## config.mk

```make
export PLATFORM = sky130hd
export DESIGN_NAME = morse_letter_tx
export DESIGN_NICKNAME = d
export VERILOG_FILES = /design/src/rtl/morse_pkg.sv /design/src/rtl/morse_glyph_rom.sv /design/src/rtl/morse_tick_gen.sv /design/src/rtl/morse_symbol_reg.sv /design/src/rtl/morse_unit_timer.sv /design/src/rtl/morse_ctrl.sv /design/src/rtl/morse_letter_tx.sv
export SDC_FILE = /design/constraint.sdc
export NUM_CORES = 1
export LEC_CHECK = 0
export ABC_AREA = 1
export ABC_CLOCK_PERIOD_IN_PS = 3700
export BUFFER_PORTS_ARGS = -buffer_cell sky130_fd_sc_hd__buf_2
export CORE_MARGIN = 10
export CORE_UTILIZATION = 50
export DETAILED_ROUTE_END_ITERATION = 16
export GPL_TIMING_DRIVEN = 0
export PLACE_DENSITY = 0.74
export SYNTH_ARGS = -nofsm -noshare
export SYNTH_HDL_FRONTEND = slang
export SYNTH_HIERARCHICAL = 1
export SYNTH_SLANG_ARGS = --single-unit
```

## constraint.sdc

```tcl
create_clock -name clk -period 3.7 [get_ports clk]
set_input_delay 0.74 -clock clk [delete_from_list [all_inputs] [get_ports clk]]
set_output_delay 0.74 -clock clk [all_outputs]
set_load 0.01 [all_outputs]
```

## src/rtl/morse_pkg.sv

```systemverilog
package morse_pkg;

   localparam int SEL_W = 3;
   localparam int PAT_W = 4;
   localparam int LEN_W = 3;

   typedef enum logic [1:0] {
      ST_IDLE  = 2'd0,
      ST_MARK  = 2'd1,
      ST_SPACE = 2'd2
   } tx_state_e;

   typedef enum logic [1:0] {
      U_DOT  = 2'd0,
      U_DASH = 2'd1,
      U_GAP  = 2'd2
   } unit_kind_e;

   // bits: left aligned, 1 = dash, MSB played first
   typedef struct packed {
      logic [LEN_W-1:0] len;
      logic [PAT_W-1:0] bits;
   } glyph_t;

   function automatic glyph_t glyph_of(input logic [SEL_W-1:0] sel);
      glyph_t g;
      case (sel)
         3'd0:    g = '{len: 3'd2, bits: 4'b0100};
         3'd1:    g = '{len: 3'd4, bits: 4'b1000};
         3'd2:    g = '{len: 3'd4, bits: 4'b1010};
         3'd3:    g = '{len: 3'd3, bits: 4'b1000};
         3'd4:    g = '{len: 3'd1, bits: 4'b0000};
         3'd5:    g = '{len: 3'd4, bits: 4'b0010};
         3'd6:    g = '{len: 3'd3, bits: 4'b1100};
         default: g = '{len: 3'd4, bits: 4'b0000};
      endcase
      return g;
   endfunction

endpackage

```

## src/rtl/morse_glyph_rom.sv

```systemverilog
module morse_glyph_rom
   import morse_pkg::*;
(
   input  logic [SEL_W-1:0] sel,
   output glyph_t           glyph
);
   always_comb glyph = glyph_of(sel);
endmodule

```

## src/rtl/morse_tick_gen.sv

```systemverilog
module morse_tick_gen #(
   parameter int DIV = 4
) (
   input  logic clk,
   input  logic rst_n,
   input  logic run,
   output logic tick
);
   localparam int CW = (DIV > 1) ? $clog2(DIV) : 1;
   localparam logic [CW-1:0] LAST = CW'(DIV - 1);

   logic [CW-1:0] cnt;

   // Held at zero while idle so every playback starts on a fresh unit
   always_ff @(posedge clk or negedge rst_n) begin
      if (!rst_n)           cnt <= '0;
      else if (!run)        cnt <= '0;
      else if (cnt == LAST) cnt <= '0;
      else                  cnt <= cnt + 1'b1;
   end

   assign tick = run && (cnt == LAST);
endmodule

```

## src/rtl/morse_symbol_reg.sv

```systemverilog
module morse_symbol_reg
   import morse_pkg::*;
(
   input  logic   clk,
   input  logic   rst_n,
   input  logic   load,
   input  logic   shift,
   input  glyph_t glyph_in,
   output logic   head_dash,
   output logic   last
);
   logic [PAT_W-1:0] pat;
   logic [LEN_W-1:0] left;

   always_ff @(posedge clk or negedge rst_n) begin
      if (!rst_n) begin
         pat  <= '0;
         left <= '0;
      end else if (load) begin
         pat  <= glyph_in.bits;
         left <= glyph_in.len;
      end else if (shift) begin
         pat  <= {pat[PAT_W-2:0], 1'b0};
         left <= left - 1'b1;
      end
   end

   assign head_dash = pat[PAT_W-1];
   assign last      = (left == LEN_W'(1));
endmodule

```

## src/rtl/morse_unit_timer.sv

```systemverilog
module morse_unit_timer
   import morse_pkg::*;
#(
   parameter int DOT_UNITS  = 1,
   parameter int DASH_UNITS = 3,
   parameter int GAP_UNITS  = 1
) (
   input  logic       clk,
   input  logic       rst_n,
   input  logic       load,
   input  unit_kind_e kind,
   input  logic       tick,
   output logic       expire
);
   localparam int MAXU = (DASH_UNITS > GAP_UNITS) ? DASH_UNITS : GAP_UNITS;
   localparam int UW   = $clog2(MAXU + 1);

   logic [UW-1:0] cnt;
   logic [UW-1:0] reload;

   always_comb begin
      case (kind)
         U_DASH:  reload = UW'(DASH_UNITS);
         U_GAP:   reload = UW'(GAP_UNITS);
         default: reload = UW'(DOT_UNITS);
      endcase
   end

   always_ff @(posedge clk or negedge rst_n) begin
      if (!rst_n)     cnt <= '0;
      else if (load)  cnt <= reload;
      else if (tick)  cnt <= cnt - 1'b1;
   end

   assign expire = tick && (cnt == UW'(1));
endmodule

```

## src/rtl/morse_ctrl.sv

```systemverilog
module morse_ctrl
   import morse_pkg::*;
(
   input  logic       clk,
   input  logic       rst_n,
   input  logic       start,
   input  logic       rom_head_dash,
   input  logic       reg_head_dash,
   input  logic       last,
   input  logic       expire,
   output logic       ld_glyph,
   output logic       shift,
   output logic       ld_units,
   output unit_kind_e kind,
   output logic       light,
   output logic       busy
);
   tx_state_e state, nxt;

   always_comb begin
      nxt      = state;
      ld_glyph = 1'b0;
      shift    = 1'b0;
      ld_units = 1'b0;
      kind     = U_DOT;
      case (state)
         ST_IDLE: if (start) begin
            ld_glyph = 1'b1;
            ld_units = 1'b1;
            kind     = rom_head_dash ? U_DASH : U_DOT;
            nxt      = ST_MARK;
         end
         ST_MARK: if (expire) begin
            if (last) begin
               nxt = ST_IDLE;
            end else begin
               shift    = 1'b1;
               ld_units = 1'b1;
               kind     = U_GAP;
               nxt      = ST_SPACE;
            end
         end
         ST_SPACE: if (expire) begin
            ld_units = 1'b1;
            kind     = reg_head_dash ? U_DASH : U_DOT;
            nxt      = ST_MARK;
         end
         default: nxt = ST_IDLE;
      endcase
   end

   always_ff @(posedge clk or negedge rst_n) begin
      if (!rst_n) state <= ST_IDLE;
      else        state <= nxt;
   end

   assign light = (state == ST_MARK);
   assign busy  = (state != ST_IDLE);
endmodule

```

## src/rtl/morse_letter_tx.sv

```systemverilog
module morse_letter_tx
   import morse_pkg::*;
#(
   parameter int TICK_DIV   = 25_000_000,
   parameter int DOT_UNITS  = 1,
   parameter int DASH_UNITS = 3,
   parameter int GAP_UNITS  = 1
) (
   input  logic             clk,
   input  logic             rst_n,
   input  logic             start,
   input  logic [SEL_W-1:0] letter,
   output logic             light,
   output logic             busy
);
   generate
      if (TICK_DIV < 2) begin : g_bad_div
         $error("TICK_DIV must be at least 2");
      end
      if (DOT_UNITS < 1 || GAP_UNITS < 1) begin : g_bad_unit
         $error("DOT_UNITS and GAP_UNITS must be at least 1");
      end
      if (DASH_UNITS <= DOT_UNITS) begin : g_bad_dash
         $error("DASH_UNITS must exceed DOT_UNITS");
      end
   endgenerate

   glyph_t     rom_glyph;
   logic       tick, expire, last, reg_head;
   logic       ld_glyph, shift, ld_units;
   unit_kind_e kind;

   morse_glyph_rom u_rom (
      .sel   (letter),
      .glyph (rom_glyph)
   );

   morse_tick_gen #(.DIV(TICK_DIV)) u_tick (
      .clk   (clk),
      .rst_n (rst_n),
      .run   (busy),
      .tick  (tick)
   );

   morse_symbol_reg u_sym (
      .clk       (clk),
      .rst_n     (rst_n),
      .load      (ld_glyph),
      .shift     (shift),
      .glyph_in  (rom_glyph),
      .head_dash (reg_head),
      .last      (last)
   );

   morse_unit_timer #(
      .DOT_UNITS  (DOT_UNITS),
      .DASH_UNITS (DASH_UNITS),
      .GAP_UNITS  (GAP_UNITS)
   ) u_units (
      .clk    (clk),
      .rst_n  (rst_n),
      .load   (ld_units),
      .kind   (kind),
      .tick   (tick),
      .expire (expire)
   );

   morse_ctrl u_ctrl (
      .clk           (clk),
      .rst_n         (rst_n),
      .start         (start),
      .rom_head_dash (rom_glyph.bits[PAT_W-1]),
      .reg_head_dash (reg_head),
      .last          (last),
      .expire        (expire),
      .ld_glyph      (ld_glyph),
      .shift         (shift),
      .ld_units      (ld_units),
      .kind          (kind),
      .light         (light),
      .busy          (busy)
   );
endmodule

```

## Word-level counts from Yosys, hierarchy flattened

Cells that the tools add are included.

- $add $sub $neg: 3
- Multipliers: 0
- Div/mod/pow operators: 0
- Magnitude comparators: 0
- Equal/unequal tests: 15
- Shifts and indexed selects: 0
- Multiplexer cells: 28
- Bitwise gates (word level): 0
- Reductions and logical operators: 8

Operator list:

| kind | number |
|---|---|
| 2-to-1 mux 25 bit | 2 |
| one-hot mux 7 bit (7 select lines) | 1 |
| adder 25 x 1 -> 25 bit, second input constant | 1 |
| == test 25 bit, second input constant | 1 |
| 2-to-1 mux 2 bit | 10 |
| one-hot mux 2 bit (3 select lines) | 2 |
| == test 3 bit, second input constant | 3 |
| 2-to-1 mux 1 bit | 8 |
| 2-to-1 mux 4 bit | 2 |
| == test 2 x 1 -> 1 bit, second input constant | 3 |
| == test 3 x 1 -> 1 bit, second input constant | 2 |
| == test 3 x 2 -> 1 bit, second input constant | 2 |
| 2-to-1 mux 3 bit | 2 |
| nonzero test 2 bit | 3 |
| != test 2 bit, second input constant | 2 |
| zero test 3 bit | 1 |
| one-hot mux 1 bit (3 select lines) | 1 |
| AND reduction 3 bit | 1 |
| subtractor 3 x 1 -> 3 bit, second input constant | 1 |
| == test 2 bit, second input constant | 1 |
| logical AND 1 bit | 2 |
| zero test 2 bit | 1 |
| != test 2 x 1 -> 1 bit, second input constant | 1 |
| subtractor 2 x 1 -> 2 bit, second input constant | 1 |

- Register bits after elaboration: 36
- Latch bits: 0
- Memory bits (writable): 0
- ROM bits: 0
- Input bits: 6
- Output and inout bits: 2
- Word-level logic and storage cells: 59
- Memories: 0

## Logic depth before layout (Yosys ltp)

- Depth in word-level cells: 8
- Mapped depth: 17
- Mapped depth without buffers: 17

## By module

The synthesis kept the hierarchy.

By module, submodules not included:

| module | instances | cells an instance | area an instance (sq um) | seq. area each (sq um) |
|---|---|---|---|---|
| morse_tick_gen | 1 | 179 | 1427.6 | 625.6 |
| morse_symbol_reg | 1 | 50 | 385.4 | 175.2 |
| morse_ctrl | 1 | 22 | 148.9 | 50.0 |
| morse_unit_timer | 1 | 16 | 117.6 | 50.0 |
| morse_glyph_rom | 1 | 22 | 95.1 | 0.0 |

## Least setup slack after synthesis

OpenSTA, ideal clock, no wires.

- Path kind: reg-to-reg
- Start point: register u_tick.cnt[0]
- End point: register u_sym.left[2]
- Library setup time: 0.065 ns
- Arrival: 2.164 ns
- Required time: 3.635 ns
- Slack: 1.471 ns
- Stages on the path, launching flop included: 18
- Buffers on the path: 0
- Period minus slack after synthesis: 2.229 ns
- Cells stage by stage: dfrtp_1 ha_1 nand2_2 nor2_4 nand2_4 nor2_4 nand3_4 nor2_1 nand2_1 inv_1 inv_1 nor2_1 nand2_2 inv_1 inv_2 nor2_4 nand3_1 nand2_1

- Word-level cells in the longest chain between the ends: 6

Ends and longest elaborated chain:

| element | line | text |
|---|---|---|
| start, declared | morse_tick_gen.sv:12 | `logic [CW-1:0] cnt;` |
| start signal, assigned | morse_tick_gen.sv:19 | `else cnt <= cnt + 1'b1;` |
| == test 25 bit | morse_tick_gen.sv:22 | `assign tick = run && (cnt == LAST);` |
| logical AND 1 bit | morse_tick_gen.sv:22 |  |
| named net tick | morse_letter_tx.sv:29 | `logic tick, expire, last, reg_head;` |
| logical AND 1 bit | morse_unit_timer.sv:35 | `assign expire = tick && (cnt == UW'(1));` |
| named net expire | morse_letter_tx.sv:29 |  |
| 2-to-1 mux 1 bit | morse_ctrl.sv:33 | `ST_MARK: if (expire) begin` |
| 2-to-1 mux 1 bit | morse_ctrl.sv:26 | `case (state)` |
| named net shift | morse_letter_tx.sv:30 | `logic ld_glyph, shift, ld_units;` |
| nonzero test 2 bit (no source line) | n/a |  |
| end signal, assigned | morse_symbol_reg.sv:21 | `left <= glyph_in.len;` |
| end signal, assigned | morse_symbol_reg.sv:24 | `left <= left - 1'b1;` |
| end, declared | morse_symbol_reg.sv:13 | `logic [LEN_W-1:0] left;` |

The timed path passes the listed nets, and every way through them passes these cells.
A chain may end at the register's enable or synchronous reset.

## Final worst setup path

Same ends and word-level chain as after synthesis.

==> reports/qor.yml <==
syn_nets: 299
ys_ff_latch: 36
synth_area_leaders: "dfrtp_1 (41%), nand2_1 (11%), nor2_1 (9.8%), nand3_1 (8.3%), nor2_4 (5.2%)"
status: "finished, final reports clean"
critical_path_arrival_ns: 2.79
io_buffers: 7
synth.top_cell.area_share: 0.414
initial_core_util: 0.528
synthSimpleGateAreaFrac: 0.410
power-per-cell-area_nw_per_um2: 287
die_y_um: 86.0
startpoint: "u_tick/cnt[0]"
multiInputGateArea_um2: 1130
synth_cells: 289
dr.pass1.iters: 4
clk_latency_ns: 0.29
cts_buffers: 5
dieArea_um2: 7390
clock.fmax_mhz: 390
synth_cell_types: 24
cts_setup_buffers: 0
worstSetupPathType: "flip-flop to flip-flop"
final.min_clock_period_ns: 2.57
nFillCells: 400
skew_ns: 0.00442
antenna_left: 0
io_pins: 8
cts-htree-levels: 2
min_period_over_period: 0.693
drv_cap: 0
grt_pass1_vias: 1716
drc: 0
final-hold-violation-count: 0
setup_viol: 0
synth_area_um2: 2170
core_um2: 4120
wl_per_cell_um: 11.6
rrSetupSlack_ns: 1.13
setup_tns_ns: 0
drt_iter0_markers: 88
area_delta_synth_final_pct: 8.06
avgViaCountPerCell: 4.98
hold_class: "flip-flop to flip-flop"
grt_max_degree: 37
routed_wl_um: 4090
synthMuxAreaShare: 0
final_cell_mix: "nand2_1 (66), nor2_1 (57), nand3_1 (36), dfrtp_1 (36), inv_1 (29)"
cts_resized: 0
seq_area_um2: 901
synth_xor_xnor_area_share: 0.0604
ys_seq_area_frac: 0.414
cp.required_ns: 3.93
clk_pin_slew_ns: 0.07
nets: 313
yosysTopAreaCell: "dfrtp_1"
synth_fa_ha_area_frac: 0.0230
numClockSinks: 36
num_vias: 1759
syn_area_per_cell_um2: 7.52
drive_gt1_frac: 0.132
r2r_start: "u_tick/cnt[0]"
slew_violations: 0
gp_congestion: 0.841
ir_drop_mv: 0.239
cts_hold_buf: 0
path_max_fanout: 9
slew_headroom: 0.466
diodes: 0
reg2reg_to: "u_sym/left[2]"
worstSetupEndpointType: "flip-flop"
worst_pin_slew_ns: 0.801
final_area_um2: 2350
ys_warn_count: 6
start_kind: "flip-flop"
p_total_mw: 0.675
mostFrequentLayoutCell: "nand2_1"
synth_top_family_by_area: "simple AND/OR/NAND/NOR gates"
fp-row-count: 23
cts_tree: "yes"
root_buffer: "clkbuf_8"
overflow: 0
synth_compound_area_frac: 0.0230
antenna_found_initial: 0
grt_pass1_wl_um: 7500
dp_hpwl_um: 3030
leakagePower_nw: 1.14
track_usage: 0.122
rsz0062_at_grt: "no"
cts.path.max_buffers: 2
crit_path_end: "u_sym/left[2]"
rr_worst_depth: 17
die_width_um: 86.0
place_area_um2: 2270
cell usage after synthesis:
library cell	instances
nand2_1	66
nor2_1	57
dfrtp_1	36
nand3_1	36
inv_1	29
nor2_4	10
a21oi_1	9
xor2_1	8
xnor2_1	7
nand2_2	5
nand4_1	5
ha_1	4
inv_2	3
nor2_2	3
nand2_4	2
buf_2	1
buf_4	1
buf_6	1
clkinv_1	1
conb_1	1
nand3_4	1
nand3b_1	1
nor3b_1	1
o21ai_0	1
flip-flops by register name, summed over array words and instances, names as in the netlist:
name	cells
u_units/cnt	2
u_sym/left	3
u_sym/pat	4
u_tick/cnt	25
u_ctrl/state	2
final cells by class:
class / count / share of cell area
tap: 50 / 0.0266
clock inverter: 1 / 0.00213
sequential: 36 / 0.383
multi-input combinational: 217 / 0.479
clock buffer: 6 / 0.0309
buffer: 3 / 0.0101
inverter: 33 / 0.0527
timing repair buffer: 7 / 0.0149
power breakdown:
group          internal, mW  leakage [nW]  switching [mW]
clock network         0.128        0.0410           0.134
logic               0.00538         0.622          0.0149
registers             0.393         0.478               0
critical path, stage by stage (launching register included):
cell and delay, ns:
dfrtp_1 0.44, ha_1 0.21, nand2_2 0.08, nor2_4 0.18, nand2_4 0.11, nor2_4 0.12
nand3_4 0.15, nor2_1 0.27, nand2_1 0.09, inv_1 0.09, inv_1 0.07, nor2_1 0.11
nand2_2 0.09, inv_1 0.12, inv_2 0.06, nor2_4 0.15, nand3_1 0.10, nand2_1 0.07
logic make-up (layout without fill, tap and decap cells):
family          count (synthesis)  count (layout)
simple gates                  187             187
flops                          36              36
buf+inv                        36              50
xor+xnor                       15              15
compound gates                 10              10
fa+ha+maj                       4               4
other cells                     1               1
worst min-delay path by stage:
stage | start | endpoint | slack, ns | cells after the start
global placement | u_sym/pat[0] | u_sym/pat[0] | 0.46 | 2
floorplan | rst_n | u_ctrl/state[0] | 0.44 | 0
CTS | u_sym/pat[0] | u_sym/pat[0] | 0.48 | 2
detailed placement | u_sym/pat[0] | u_sym/pat[0] | 0.47 | 2
finish | u_sym/pat[0] | u_sym/pat[0] | 0.48 | 2
global route | u_sym/pat[1] | u_sym/pat[2] | 0.52 | 2
metrics by stage:
step | instances | utilization | hold slack [ns] | setup WS (ns)
finish | 353 | 0.571 | 0.478 | 1.13
CTS | 353 | 0.571 | 0.482 | 1.11
global placement | 346 | 0.552 | 0.457 | 1.17
detailed placement | 346 | 0.552 | 0.467 | 1.13
global route | 353 | 0.571 | 0.523 | 0.757
floorplan | 289 | - | 0.442 | 1.47
routing by layer:
layer  wire length (µm)  global-route usage
met5                  0                   0
met4                 89              0.0479
met3                170              0.0397
met2               1850               0.197
met1               1980               0.144
(Power assumes the default switching activity.)
